File: src/rtl/dac_loader_pkg.sv
package dac_loader_pkg;

   // Width of a select field able to address n items (at least one bit)
   function automatic int unsigned sel_width(input int unsigned n);
      int unsigned w;
      w = 1;
      while ((1 << w) < n) w++;
      return w;
   endfunction

endpackage

File: src/rtl/dac_wr_decode.sv
module dac_wr_decode #(
   parameter int unsigned NUM_CH = 2,
   parameter int unsigned CH_W   = 1
) (
   input  logic              wr_stb,
   input  logic [CH_W-1:0]   ch_sel,
   output logic [NUM_CH-1:0] wr_en
);

   for (genvar i = 0; i < NUM_CH; i++) begin : g_dec
      assign wr_en[i] = wr_stb && (ch_sel == CH_W'(i));
   end

endmodule

File: src/rtl/dac_chan_slice.sv
module dac_chan_slice #(
   parameter int unsigned BUS_W  = 8,
   parameter int unsigned CODE_W = 12
) (
   input  logic              clk,
   input  logic              rst_n,
   input  logic              wr_en,
   input  logic              hi_sel,
   input  logic [BUS_W-1:0]  bus_data,
   input  logic              auto_xfer,
   input  logic              load_stb,
   output logic [CODE_W-1:0] code_q,
   output logic              ready
);

   localparam int unsigned HI_W = CODE_W - BUS_W;

   logic [CODE_W-1:0] in_q, in_d, dac_d;
   logic              lo_q, hi_q, lo_d, hi_d;
   logic              pair_done, xfer;

   always_comb begin
      in_d = in_q;
      lo_d = lo_q;
      hi_d = hi_q;
      if (wr_en) begin
         if (hi_sel) begin
            in_d[CODE_W-1:BUS_W] = bus_data[HI_W-1:0];
            hi_d                 = 1'b1;
         end else begin
            in_d[BUS_W-1:0] = bus_data;
            lo_d            = 1'b1;
         end
      end
   end

   // Completion happens only on the write that sets the last missing half
   assign pair_done = wr_en && lo_d && hi_d && !(lo_q && hi_q);
   assign xfer      = load_stb || (auto_xfer && pair_done);
   assign dac_d     = xfer ? in_d : code_q;

   always_ff @(posedge clk or negedge rst_n) begin
      if (!rst_n) begin
         in_q   <= '0;
         code_q <= '0;
         lo_q   <= 1'b0;
         hi_q   <= 1'b0;
      end else begin
         in_q   <= in_d;
         code_q <= dac_d;
         lo_q   <= xfer ? 1'b0 : lo_d;
         hi_q   <= xfer ? 1'b0 : hi_d;
      end
   end

   assign ready = lo_q && hi_q;

endmodule

File: src/rtl/dual_dac_loader.sv
module dual_dac_loader
   import dac_loader_pkg::*;
#(
   parameter int unsigned BUS_W  = 8,
   parameter int unsigned CODE_W = 12,
   parameter int unsigned NUM_CH = 2,
   localparam int unsigned CH_W  = sel_width(NUM_CH)
) (
   input  logic                     clk,
   input  logic                     rst_n,
   input  logic [BUS_W-1:0]         bus_data,
   input  logic                     wr_stb,
   input  logic                     hi_sel,
   input  logic [CH_W-1:0]          ch_sel,
   input  logic                     auto_xfer,
   input  logic                     load_stb,
   output logic [NUM_CH*CODE_W-1:0] code_out,
   output logic [NUM_CH-1:0]        word_ready
);

   if (CODE_W <= BUS_W || CODE_W > 2*BUS_W) begin : g_bad_width
      $error("CODE_W must exceed BUS_W and fit in two bus writes");
   end
   if (NUM_CH < 1) begin : g_bad_count
      $error("NUM_CH must be at least 1");
   end

   logic [NUM_CH-1:0] wr_en;

   dac_wr_decode #(.NUM_CH(NUM_CH), .CH_W(CH_W)) u_dec (
      .wr_stb (wr_stb),
      .ch_sel (ch_sel),
      .wr_en  (wr_en)
   );

   for (genvar i = 0; i < NUM_CH; i++) begin : g_ch
      dac_chan_slice #(.BUS_W(BUS_W), .CODE_W(CODE_W)) u_slice (
         .clk       (clk),
         .rst_n     (rst_n),
         .wr_en     (wr_en[i]),
         .hi_sel    (hi_sel),
         .bus_data  (bus_data),
         .auto_xfer (auto_xfer),
         .load_stb  (load_stb),
         .code_q    (code_out[i*CODE_W +: CODE_W]),
         .ready     (word_ready[i])
      );
   end

endmodule

File: config.mk
export PLATFORM = sky130hd
export DESIGN_NAME = dual_dac_loader
export DESIGN_NICKNAME = d
export VERILOG_FILES = /design/src/rtl/dac_loader_pkg.sv /design/src/rtl/dac_wr_decode.sv /design/src/rtl/dac_chan_slice.sv /design/src/rtl/dual_dac_loader.sv
export SDC_FILE = /design/constraint.sdc
export NUM_CORES = 1
export LEC_CHECK = 0
export ABC_AREA = 0
export CORE_MARGIN = 1
export CORE_UTILIZATION = 53
export DETAILED_ROUTE_END_ITERATION = 12
export PLACE_DENSITY_LB_ADDON = 0.1
export SLEW_MARGIN = 20
export SYNTH_ARGS = -nofsm -noshare
export SYNTH_HDL_FRONTEND = slang
export SYNTH_SLANG_ARGS = --single-unit
File: constraint.sdc
create_clock -name clk -period 3.4 [get_ports clk]
set_clock_uncertainty 0.1 [all_clocks]
set_input_delay 0.51 -clock clk [delete_from_list [all_inputs] [get_ports clk]]
set_output_delay 0.51 -clock clk [all_outputs]
set_load 0.01 [all_outputs]
---- Word-level counts from Yosys, hierarchy flattened ----
Index checks and enable logic that the tools add are counted.
word-level totals
  bits of input ports ..................... 15
  register bits ........................... 52
operators by class
  reductions and logical operators ........ 16
  bitwise gates (word level) .............. 1
  multiplexer cells ....................... 18
operators by type and width
  kind                 number
  $mux W12             2
  $mux W8              2
  $logic_and A1 B1 Y1  12
  $mux W1              12
  $mux W4              2
  $logic_not A1 Y1     2
  $logic_or A1 B1 Y1   2
  $not A1 Y1           1

---- Longest topological paths before layout ----
Gate-level depths: netlist of the first run.
  depth in word-level cells ............... 9
  mapped depth ............................ 5
  mapped depth without buffers ............ 4

---- Cells and area by module ----
From an unflattened synthesis of the first run, not the netlist that was laid out.
unflattened totals
  cell total of the unflattened synthesis .. 218
  area, all modules ....................... 2503.7 µm²
by module, submodules not included
  module          sequential area each (µm²)  area an instance (µm²)  cells an instance  instances
  dac_chan_slice  650.6                       1243.7                  108                2
  dac_wr_decode   0.0                         16.3                    2                  1

---- Worst setup path before layout of the first run ----
OpenSTA, ideal clock, no wires.
  kind .................................... input to register
  from .................................... input wr_stb
  to ...................................... register g_ch[0].u_slice.code_q[4]
  data arrival time ....................... 1.543 ns
  library setup time ...................... 0.125 ns
  slack ................................... 1.633 ns
  cell stages on the path ................. 5
  path through ............................ nor2b_2 > nor2b_4 > buf_6 > mux2_2 > mux2_2
RTL lines
  element                            line                   source
  start, declared                    dual_dac_loader.sv:12  input logic wr_stb,
  $logic_and A1 B1 Y1                dac_wr_decode.sv:11    assign wr_en[i] = wr_stb && (ch_sel == CH_W'(i));
  $mux W12                           dac_chan_slice.sv:26   if (wr_en) begin
  named net g_ch[0].u_slice.in_d[4]  dac_chan_slice.sv:18   logic [CODE_W-1:0] in_q, in_d, dac_d;
  end signal, assigned               dac_chan_slice.sv:45   code_q <= '0;
  end signal, assigned               dac_chan_slice.sv:50   code_q <= dac_d;
  end, declared                      dac_chan_slice.sv:12   output logic [CODE_W-1:0] code_q,
The timed path passes the listed nets, and every way through them passes these cells.
A chain may end at the register's enable or synchronous reset.

---- Worst setup path after layout of the first run ----
Same ends and word-level chain as after synthesis.

==> impl_metrics.prom, run 1 <==
# TYPE chip_impl_metric gauge
chip_impl_metric{name="die-height",unit="um"} 64.9
chip_impl_metric{name="hpwlAfterDp",unit="um"} 2480
chip_impl_metric{name="syn-num-nets",unit=""} 142
chip_impl_metric{name="worst-path-buf-inv",unit=""} 1
chip_impl_metric{name="timing.final.hold_violations",unit=""} 0
chip_impl_metric{name="final-setup-viol-count",unit=""} 0
chip_impl_metric{name="worst_ir_drop_vdd",unit="uV"} 391
chip_impl_metric{name="grt_pass1_wl",unit="um"} 5920
chip_impl_metric{name="slew_headroom",unit="%"} 58.2
chip_impl_info{name="ys_top_cells_by_area",value="sky130_fd_sc_hd__dfrtp_1 (62%), sky130_fd_sc_hd__mux2_2 (19%), sky130_fd_sc_hd__mux2_4 (8.6%)"} 1
chip_impl_info{name="clock_root_buffer_master",value="sky130_fd_sc_hd__clkbuf_8"} 1
chip_impl_metric{name="synthDistinctLibCells",unit=""} 20
chip_impl_metric{name="synthesis.yosys.warnings",unit=""} 0
chip_impl_metric{name="cp_data_arrival_time",unit="ns"} 2.29
chip_impl_metric{name="place.gp.congestion",unit=""} 0.689
chip_impl_metric{name="cts_buffer_depth",unit=""} 2
chip_impl_info{name="synth.cells.most_frequent",value="sky130_fd_sc_hd__dfrtp_1 (52), sky130_fd_sc_hd__mux2_2 (36), sky130_fd_sc_hd__mux2_4 (12)"} 1
chip_impl_info{name="classification_of_the_worst_setup_path",value="input port to flip-flop"} 1
chip_impl_metric{name="maximum_number_of_pins_on_one_net_before_global_route_repair",unit=""} 53
chip_impl_metric{name="finish.net_count",unit=""} 186
chip_impl_metric{name="diodes",unit=""} 0
chip_impl_metric{name="syn_avg_cell_area",unit="um^2"} 16.5
chip_impl_info{name="outcome",value="completed"} 1
chip_impl_metric{name="cts_h_tree_lvls",unit=""} 2
chip_impl_info{name="grt_setup_unrepaired",value="false"} 1
chip_impl_metric{name="postRouteWirelength",unit="um"} 3540
chip_impl_metric{name="p_per_area",unit="nW/um^2"} 588
chip_impl_info{name="critical_path.cell_chain",value="clkdlybuf4s50_1 > nor2b_2 > nor2b_4 > mux2_2 > mux2_2"} 1
chip_impl_metric{name="number_of_enable_flip_flop_cells_after_synthesis",unit=""} 0
chip_impl_metric{name="fin_setup_tns",unit="ns"} 0
chip_impl_metric{name="synth_sequential_area_ratio",unit="%"} 62.1
chip_impl_metric{name="remaining_drc_errors",unit=""} 0
chip_impl_metric{name="routed-via-count",unit=""} 1144
chip_impl_metric{name="synth_largest_type_area_fraction",unit="%"} 62.1
chip_impl_metric{name="synth_cells",unit=""} 127
chip_impl_metric{name="pin_count",unit=""} 41
chip_impl_metric{name="synthArstFlopShare",unit="%"} 100
chip_impl_info{name="synth_most_common_cell",value="sky130_fd_sc_hd__dfrtp_1"} 1
chip_impl_metric{name="share_of_cells_above_drive_strength_1",unit="%"} 36.0
chip_impl_info{name="worstHoldPathType",value="input port to asynchronous set/reset pin"} 1
chip_impl_metric{name="synth_seq_cells",unit=""} 52
chip_impl_metric{name="die_w",unit="um"} 64.9
chip_impl_metric{name="vias_in_the_first_global_route",unit=""} 1234
chip_impl_metric{name="buffer_ports.inserted",unit=""} 40
chip_impl_metric{name="finalWorstPathRequiredPeriod",unit="ns"} 2.20
chip_impl_metric{name="worstPathRequired",unit="ns"} 3.49
chip_impl_info{name="most_instantiated_flip_flop_cell_in_the_synthesis_netlist",value="sky130_fd_sc_hd__dfrtp_1"} 1
chip_impl_metric{name="clock_latency",unit="ns"} 0.29
chip_impl_metric{name="stdcell_count",unit=""} 220
chip_impl_info{name="cpLargestDelayFamily",value="multiplexers"} 1
chip_impl_metric{name="number_of_antenna_violations_at_the_first_check_in_global_routing",unit=""} 0
chip_impl_info{name="start_kind",value="input port"} 1
chip_impl_metric{name="finalCritPeriodShare",unit="%"} 64.8
chip_impl_metric{name="cts_hold_buffers",unit=""} 0
chip_impl_metric{name="numClockSinks",unit=""} 52
chip_impl_info{name="crit_path_end_kind",value="flip-flop"} 1
chip_impl_metric{name="number_of_slew_limit_violations_in_the_final_report",unit=""} 0
chip_impl_metric{name="mappedNetlistArea",unit="um^2"} 2100
chip_impl_metric{name="area_growth_syn_to_layout",unit="%"} 24.5
chip_impl_metric{name="clk_pin_slew_worst_paths",unit="ns"} 0.09
chip_impl_metric{name="overflow",unit=""} 0
chip_impl_info{name="timing.critical_path.slowest_stage_cell",value="sky130_fd_sc_hd__clkdlybuf4s50_1"} 1
chip_impl_metric{name="p_leak",unit="nW"} 1.12
chip_impl_metric{name="transition_time_at_the_pin_with_the_least_slew_margin",unit="ns"} 0.627
chip_impl_metric{name="firstDrtPassIters",unit=""} 2
chip_impl_metric{name="die_area",unit="um^2"} 4210
chip_impl_metric{name="number_of_setup_buffers_added_after_cts",unit=""} 0
chip_impl_metric{name="ant_nets",unit=""} 0
chip_impl_metric{name="grt_usage",unit="%"} 19.6
chip_impl_metric{name="tritoncts.num_buffers",unit=""} 5
chip_impl_metric{name="timing.critical_path.slowest_cell_delay",unit="ns"} 0.55
chip_impl_metric{name="detail_route.vias_per_cell",unit=""} 5.20
chip_impl_info{name="critPathMostFrequentCell",value="sky130_fd_sc_hd__mux2_2"} 1
chip_impl_metric{name="placementRows",unit=""} 22
chip_impl_metric{name="placeableCoreArea",unit="um^2"} 3720
chip_impl_metric{name="postCtsResizedCells",unit=""} 0
chip_impl_info{name="synth_largest_area_cell",value="sky130_fd_sc_hd__dfrtp_1"} 1
chip_impl_metric{name="start_util",unit="%"} 56.4
chip_impl_info{name="cp-startpoint",value="wr_stb"} 1
chip_impl_metric{name="fmax",unit="GHz"} 0.454
chip_impl_metric{name="initialDrtViolationCount",unit=""} 30
chip_impl_metric{name="route.detailed.wl_per_inst",unit="um"} 16.1
chip_impl_info{name="cts_tree",value="yes"} 1
chip_impl_metric{name="timing.critical_path.fanout_max",unit=""} 9
chip_impl_metric{name="placed_cells",unit=""} 212
chip_impl_metric{name="maxCapViolations",unit=""} 0
chip_impl_info{name="origin_of_the_critical_flop_to_flop_path",value="g_ch[1].u_slice.lo_q"} 1
## per-stage QoR
step	power (W)	cell area, um^2	hold slack (ns)	setup WS, ns	utilization (%)
global placement	0.00119	2520	0.376	0.931	67.7
detailed placement	0.00121	2520	0.379	0.866	67.7
CTS	0.00156	2610	0.357	1.19	70.2
finish	0.00154	2610	0.128	1.20	70.2
global route	0.00162	2610	0.173	1.11	70.2
floorplan	0.000996	2100	0.114	1.63	-
## area by class of cell
cell class,instances,area (um^2)
Tap cell,48,60.1
Timing Repair Buffer,42,413
Multi-Input combinational cell,67,734
Clock buffer,8,90.1
Fill cell,264,1110
Sequential cell,52,1300
Inverter,3,11.3
## logic make-up after synthesis
logic type      after synthesis  synth area share, %
compound gates                8                 3.28
buf+inv                       8                 2.87
mux                          48                 27.9
flops                        52                 62.1
simple gates                 11                 3.82
## metal layers
metal / share of wire [%] / GRT usage [%] / vias up
met5: 0 / 0 / -
met4: 1.5 / 8.33 / 0
met3: 5.2 / 6.34 / 6
met2: 48 / 30.9 / 29
met1: 45 / 24.9 / 578
li1: - / - / 531
## registers in the layout, indices dropped and copies added (netlist names)
| signal | count |
|---|---|
| g_ch.u_slice.code_q | 24 |
| g_ch.u_slice.hi_q | 2 |
| g_ch.u_slice.in_q | 24 |
| g_ch.u_slice.lo_q | 2 |
## worst paths after layout
| kind | endpoint | slack, ns | depth (start not counted) |
|---|---|---|---|
| max | g_ch[0].u_slice.code_q[4] | 1.20 | 5 |
| min | g_ch[1].u_slice.code_q[0] | 0.13 | 1 |
| max reg2reg | g_ch[1].u_slice.code_q[9] | 1.75 | 5 |
| min reg2reg | g_ch[0].u_slice.in_q[0] | 0.40 | 1 |
| max in group asynchronous | g_ch[0].u_slice.hi_q | 2.65 | 1 |
| min in group clk | g_ch[0].u_slice.in_q[0] | 0.40 | 1 |
## placed cells by master, fill, tap and decap left out, drive strengths merged
master	netlist	routed
a21boi	3	3
a31oi	1	1
a41oi	1	1
and2	1	1
buf	5	3
clkbuf	0	8
clkdlybuf4s50	0	39
dfrtp	52	52
inv	3	3
mux2	48	48
nand2	1	1
nand2b	2	2
nand3	1	1
nand3b	3	3
nor2	1	1
nor2b	2	2
o21a	1	1
o21ai	2	2
## report_power, final
part           leakage (nW)  internal [W]  switching (W)  total [W]
registers             0.623      0.000743      0.0000515   0.000794
clock network        0.0455      0.000166       0.000181   0.000347
logic                 0.453      0.000252       0.000142   0.000395
(Power assumes the default switching activity.)
==> inputs of run 2 (changes only) <==
Settings changed: CORE_UTILIZATION 53 to 46.
Clock period 3.4 ns to 1.8 ns, I/O delays scaled along.
==> run 2 against run 1 <==
Effect of this change:
- register-to-register slack got worse by 1.7 ns
- via count up 3.8%
- die area up 15%
- count of clock-buffer cells in the layout decreased by 3
- global-route usage down 2.7 points
- flip-flop and latch count did not move
- combinational power increased by 96%
- final cell count increased by 6.4%
- sequential share of layout area shrank 2.9 points
- design area grew 6.3%
- routed wire length grew 4.6%
- non-clock buffer count grew 10
==> impl_metrics.prom, run 2 (synthesis results as in run 1) <==
# TYPE chip_impl_metric gauge
chip_impl_info{name="classification_of_the_worst_setup_path",value="input port to flip-flop"} 1
chip_impl_metric{name="finish.net_count",unit=""} 196
chip_impl_metric{name="die_area",unit="um^2"} 4830
chip_impl_info{name="top_regs",value="g_ch.u_slice.code_q x24, g_ch.u_slice.in_q x24"} 1
chip_impl_metric{name="remaining_drc_errors",unit=""} 0
chip_impl_metric{name="grt_pass1_wl",unit="um"} 6260
chip_impl_metric{name="worstPathRequired",unit="ns"} 1.88
chip_impl_metric{name="placeableCoreArea",unit="um^2"} 4350
chip_impl_metric{name="clk_pin_slew_worst_paths",unit="ns"} 0.10
chip_impl_metric{name="share_of_cells_above_drive_strength_1",unit="%"} 40.1
chip_impl_metric{name="transition_time_at_the_pin_with_the_least_slew_margin",unit="ns"} 0.273
chip_impl_info{name="timing.critical_path.slowest_stage_cell",value="sky130_fd_sc_hd__clkdlybuf4s50_1"} 1
chip_impl_metric{name="slew_headroom",unit="%"} 81.7
chip_impl_metric{name="hpwlAfterDp",unit="um"} 2590
chip_impl_metric{name="number_of_slew_limit_violations_in_the_final_report",unit=""} 0
chip_impl_metric{name="final-setup-viol-count",unit=""} 0
chip_impl_metric{name="ant_nets",unit=""} 0
chip_impl_metric{name="route.detailed.wl_per_inst",unit="um"} 15.8
chip_impl_metric{name="tritoncts.num_buffers",unit=""} 5
chip_impl_metric{name="timing.final.hold_violations",unit=""} 0
chip_impl_metric{name="clock_latency",unit="ns"} 0.30
chip_impl_metric{name="die_w",unit="um"} 69.5
chip_impl_info{name="critical_path.cell_chain",value="clkdlybuf4s50_1 > nor2b_4 > nor2b_4 > buf_12 > mux2_2 > mux2_2"} 1
chip_impl_metric{name="finalCritPeriodShare",unit="%"} 97.4
chip_impl_metric{name="fmax",unit="GHz"} 0.570
chip_impl_metric{name="grt_usage",unit="%"} 16.9
chip_impl_metric{name="buffer_ports.inserted",unit=""} 40
chip_impl_metric{name="die-height",unit="um"} 69.5
chip_impl_metric{name="pin_count",unit=""} 41
chip_impl_metric{name="p_leak",unit="nW"} 1.24
chip_impl_metric{name="detail_route.vias_per_cell",unit=""} 5.08
chip_impl_metric{name="cp_data_arrival_time",unit="ns"} 1.84
chip_impl_metric{name="worst-path-buf-inv",unit=""} 2
chip_impl_metric{name="fin_setup_tns",unit="ns"} 0
chip_impl_metric{name="area_growth_syn_to_layout",unit="%"} 32.4
chip_impl_metric{name="number_of_antenna_violations_at_the_first_check_in_global_routing",unit=""} 0
chip_impl_info{name="clock_root_buffer_master",value="sky130_fd_sc_hd__clkbuf_8"} 1
chip_impl_metric{name="maxCapViolations",unit=""} 0
chip_impl_info{name="cpLargestDelayFamily",value="multiplexers"} 1
chip_impl_info{name="cts_tree",value="yes"} 1
chip_impl_metric{name="p_per_area",unit="nW/um^2"} 1100
chip_impl_metric{name="cts_h_tree_lvls",unit=""} 2
chip_impl_info{name="start_kind",value="input port"} 1
chip_impl_metric{name="timing.critical_path.slowest_cell_delay",unit="ns"} 0.47
chip_impl_metric{name="crit_cells",unit=""} 6
chip_impl_metric{name="maximum_number_of_pins_on_one_net_before_global_route_repair",unit=""} 53
chip_impl_metric{name="cts_buffer_depth",unit=""} 2
chip_impl_info{name="layout_commonest_cell",value="sky130_fd_sc_hd__dfrtp_1"} 1
chip_impl_metric{name="timing.critical_path.fanout_max",unit=""} 5
chip_impl_metric{name="power",unit="W"} 0.00306
chip_impl_metric{name="worst_ir_drop_vdd",unit="uV"} 684
chip_impl_metric{name="routed-via-count",unit=""} 1188
chip_impl_metric{name="numClockSinks",unit=""} 52
chip_impl_metric{name="initialDrtViolationCount",unit=""} 43
chip_impl_metric{name="worst_r2r_path_depth",unit=""} 6
chip_impl_info{name="worstHoldPathType",value="input port to asynchronous set/reset pin"} 1
chip_impl_metric{name="start_util",unit="%"} 48.1
chip_impl_info{name="crit_path_end_kind",value="flip-flop"} 1
chip_impl_info{name="grt_setup_unrepaired",value="false"} 1
chip_impl_metric{name="diodes",unit=""} 0
chip_impl_metric{name="place.gp.congestion",unit=""} 0.765
chip_impl_info{name="commonest_cells_after_routing_fill_and_taps_aside",value="sky130_fd_sc_hd__dfrtp_1 (52), sky130_fd_sc_hd__mux2_2 (36), sky130_fd_sc_hd__clkdlybuf4s50_1 (36), sky130_fd_sc_hd__mux2_4 (12), sky130_fd_sc_hd__buf_4 (7)"} 1
chip_impl_metric{name="finalWorstPathRequiredPeriod",unit="ns"} 1.75
chip_impl_metric{name="overflow",unit=""} 0
chip_impl_metric{name="placementRows",unit=""} 24
chip_impl_metric{name="postRouteWirelength",unit="um"} 3700
chip_impl_info{name="outcome",value="completed"} 1
chip_impl_metric{name="vias_in_the_first_global_route",unit=""} 1283
chip_impl_metric{name="firstDrtPassIters",unit=""} 3
run 2: final timing paths:
kind	start	to	slack, ns
setup reg to reg	g_ch[1].u_slice.lo_q	g_ch[1].u_slice.code_q[3]	0.10
setup / recovery	ch_sel	g_ch[0].u_slice.code_q[7]	0.05
hold reg to reg	g_ch[1].u_slice.in_q[0]	g_ch[1].u_slice.in_q[0]	0.40
max in group asynchronous	rst_n	g_ch[0].u_slice.in_q[7]	0.98
min in group clk	g_ch[1].u_slice.in_q[0]	g_ch[1].u_slice.in_q[0]	0.40
hold / removal	rst_n	g_ch[1].u_slice.in_q[0]	0.37
run 2: worst min-delay path, delay by kind of cell:
| kind | cells | cell delay (ns) |
|---|---|---|
| buf+inv | 3 | 0.90 |
run 2: stage by stage:
step / hold WS (ns) / utilization (%) / cell area, um^2 / setup WS [ns] / cells
after floorplan: -0.126 / - / 2100 / 0.260 / 127
after global placement: 0.176 / 60.3 / 2630 / -0.291 / 223
after detailed placement: 0.185 / 60.3 / 2630 / -0.333 / 223
final: 0.374 / 63.7 / 2770 / 0.0461 / 234
after CTS: 0.392 / 63.2 / 2750 / 0.00865 / 232
after global routing: 0.394 / 63.7 / 2770 / 0.00593 / 234
run 2: power by group:
part	leakage [nW]	internal, W	switching [W]	total [W]
Sequential	0.623	0.00140	0.0000975	0.00150
Combinational	0.559	0.000501	0.000274	0.000775
Clock	0.0541	0.000412	0.000371	0.000782
Total	1.24	0.00231	0.000742	0.00306
run 2: timing repair:
action,4_1_cts,5_1_grt
resized for setup,1,3
setup buffers,0,2
cloned,0,0
hold endpoints to repair,52,0
endpoints found under the setup margin,7,14
hold buffers,1,0
run 2: per-layer routing:
metal	routed length, um	GRT usage, %	vias to the layer above
li1	-	-	548
met1	1610	21.6	607
met2	1880	28.0	28
met4	47	4.76	0
met5	0	0	-
met3	167	5.09	5
run 2: final cells by class:
| cell class | instances | area, um^2 |
|---|---|---|
| clock buffer | 5 | 68.8 |
| fill | 330 | 1580 |
| clock inverter | 3 | 42.5 |
| inverter | 3 | 11.3 |
| sequential | 52 | 1300 |
| timing repair buffer | 52 | 546 |
| multi-input combinational | 67 | 739 |
| tap | 52 | 65.1 |
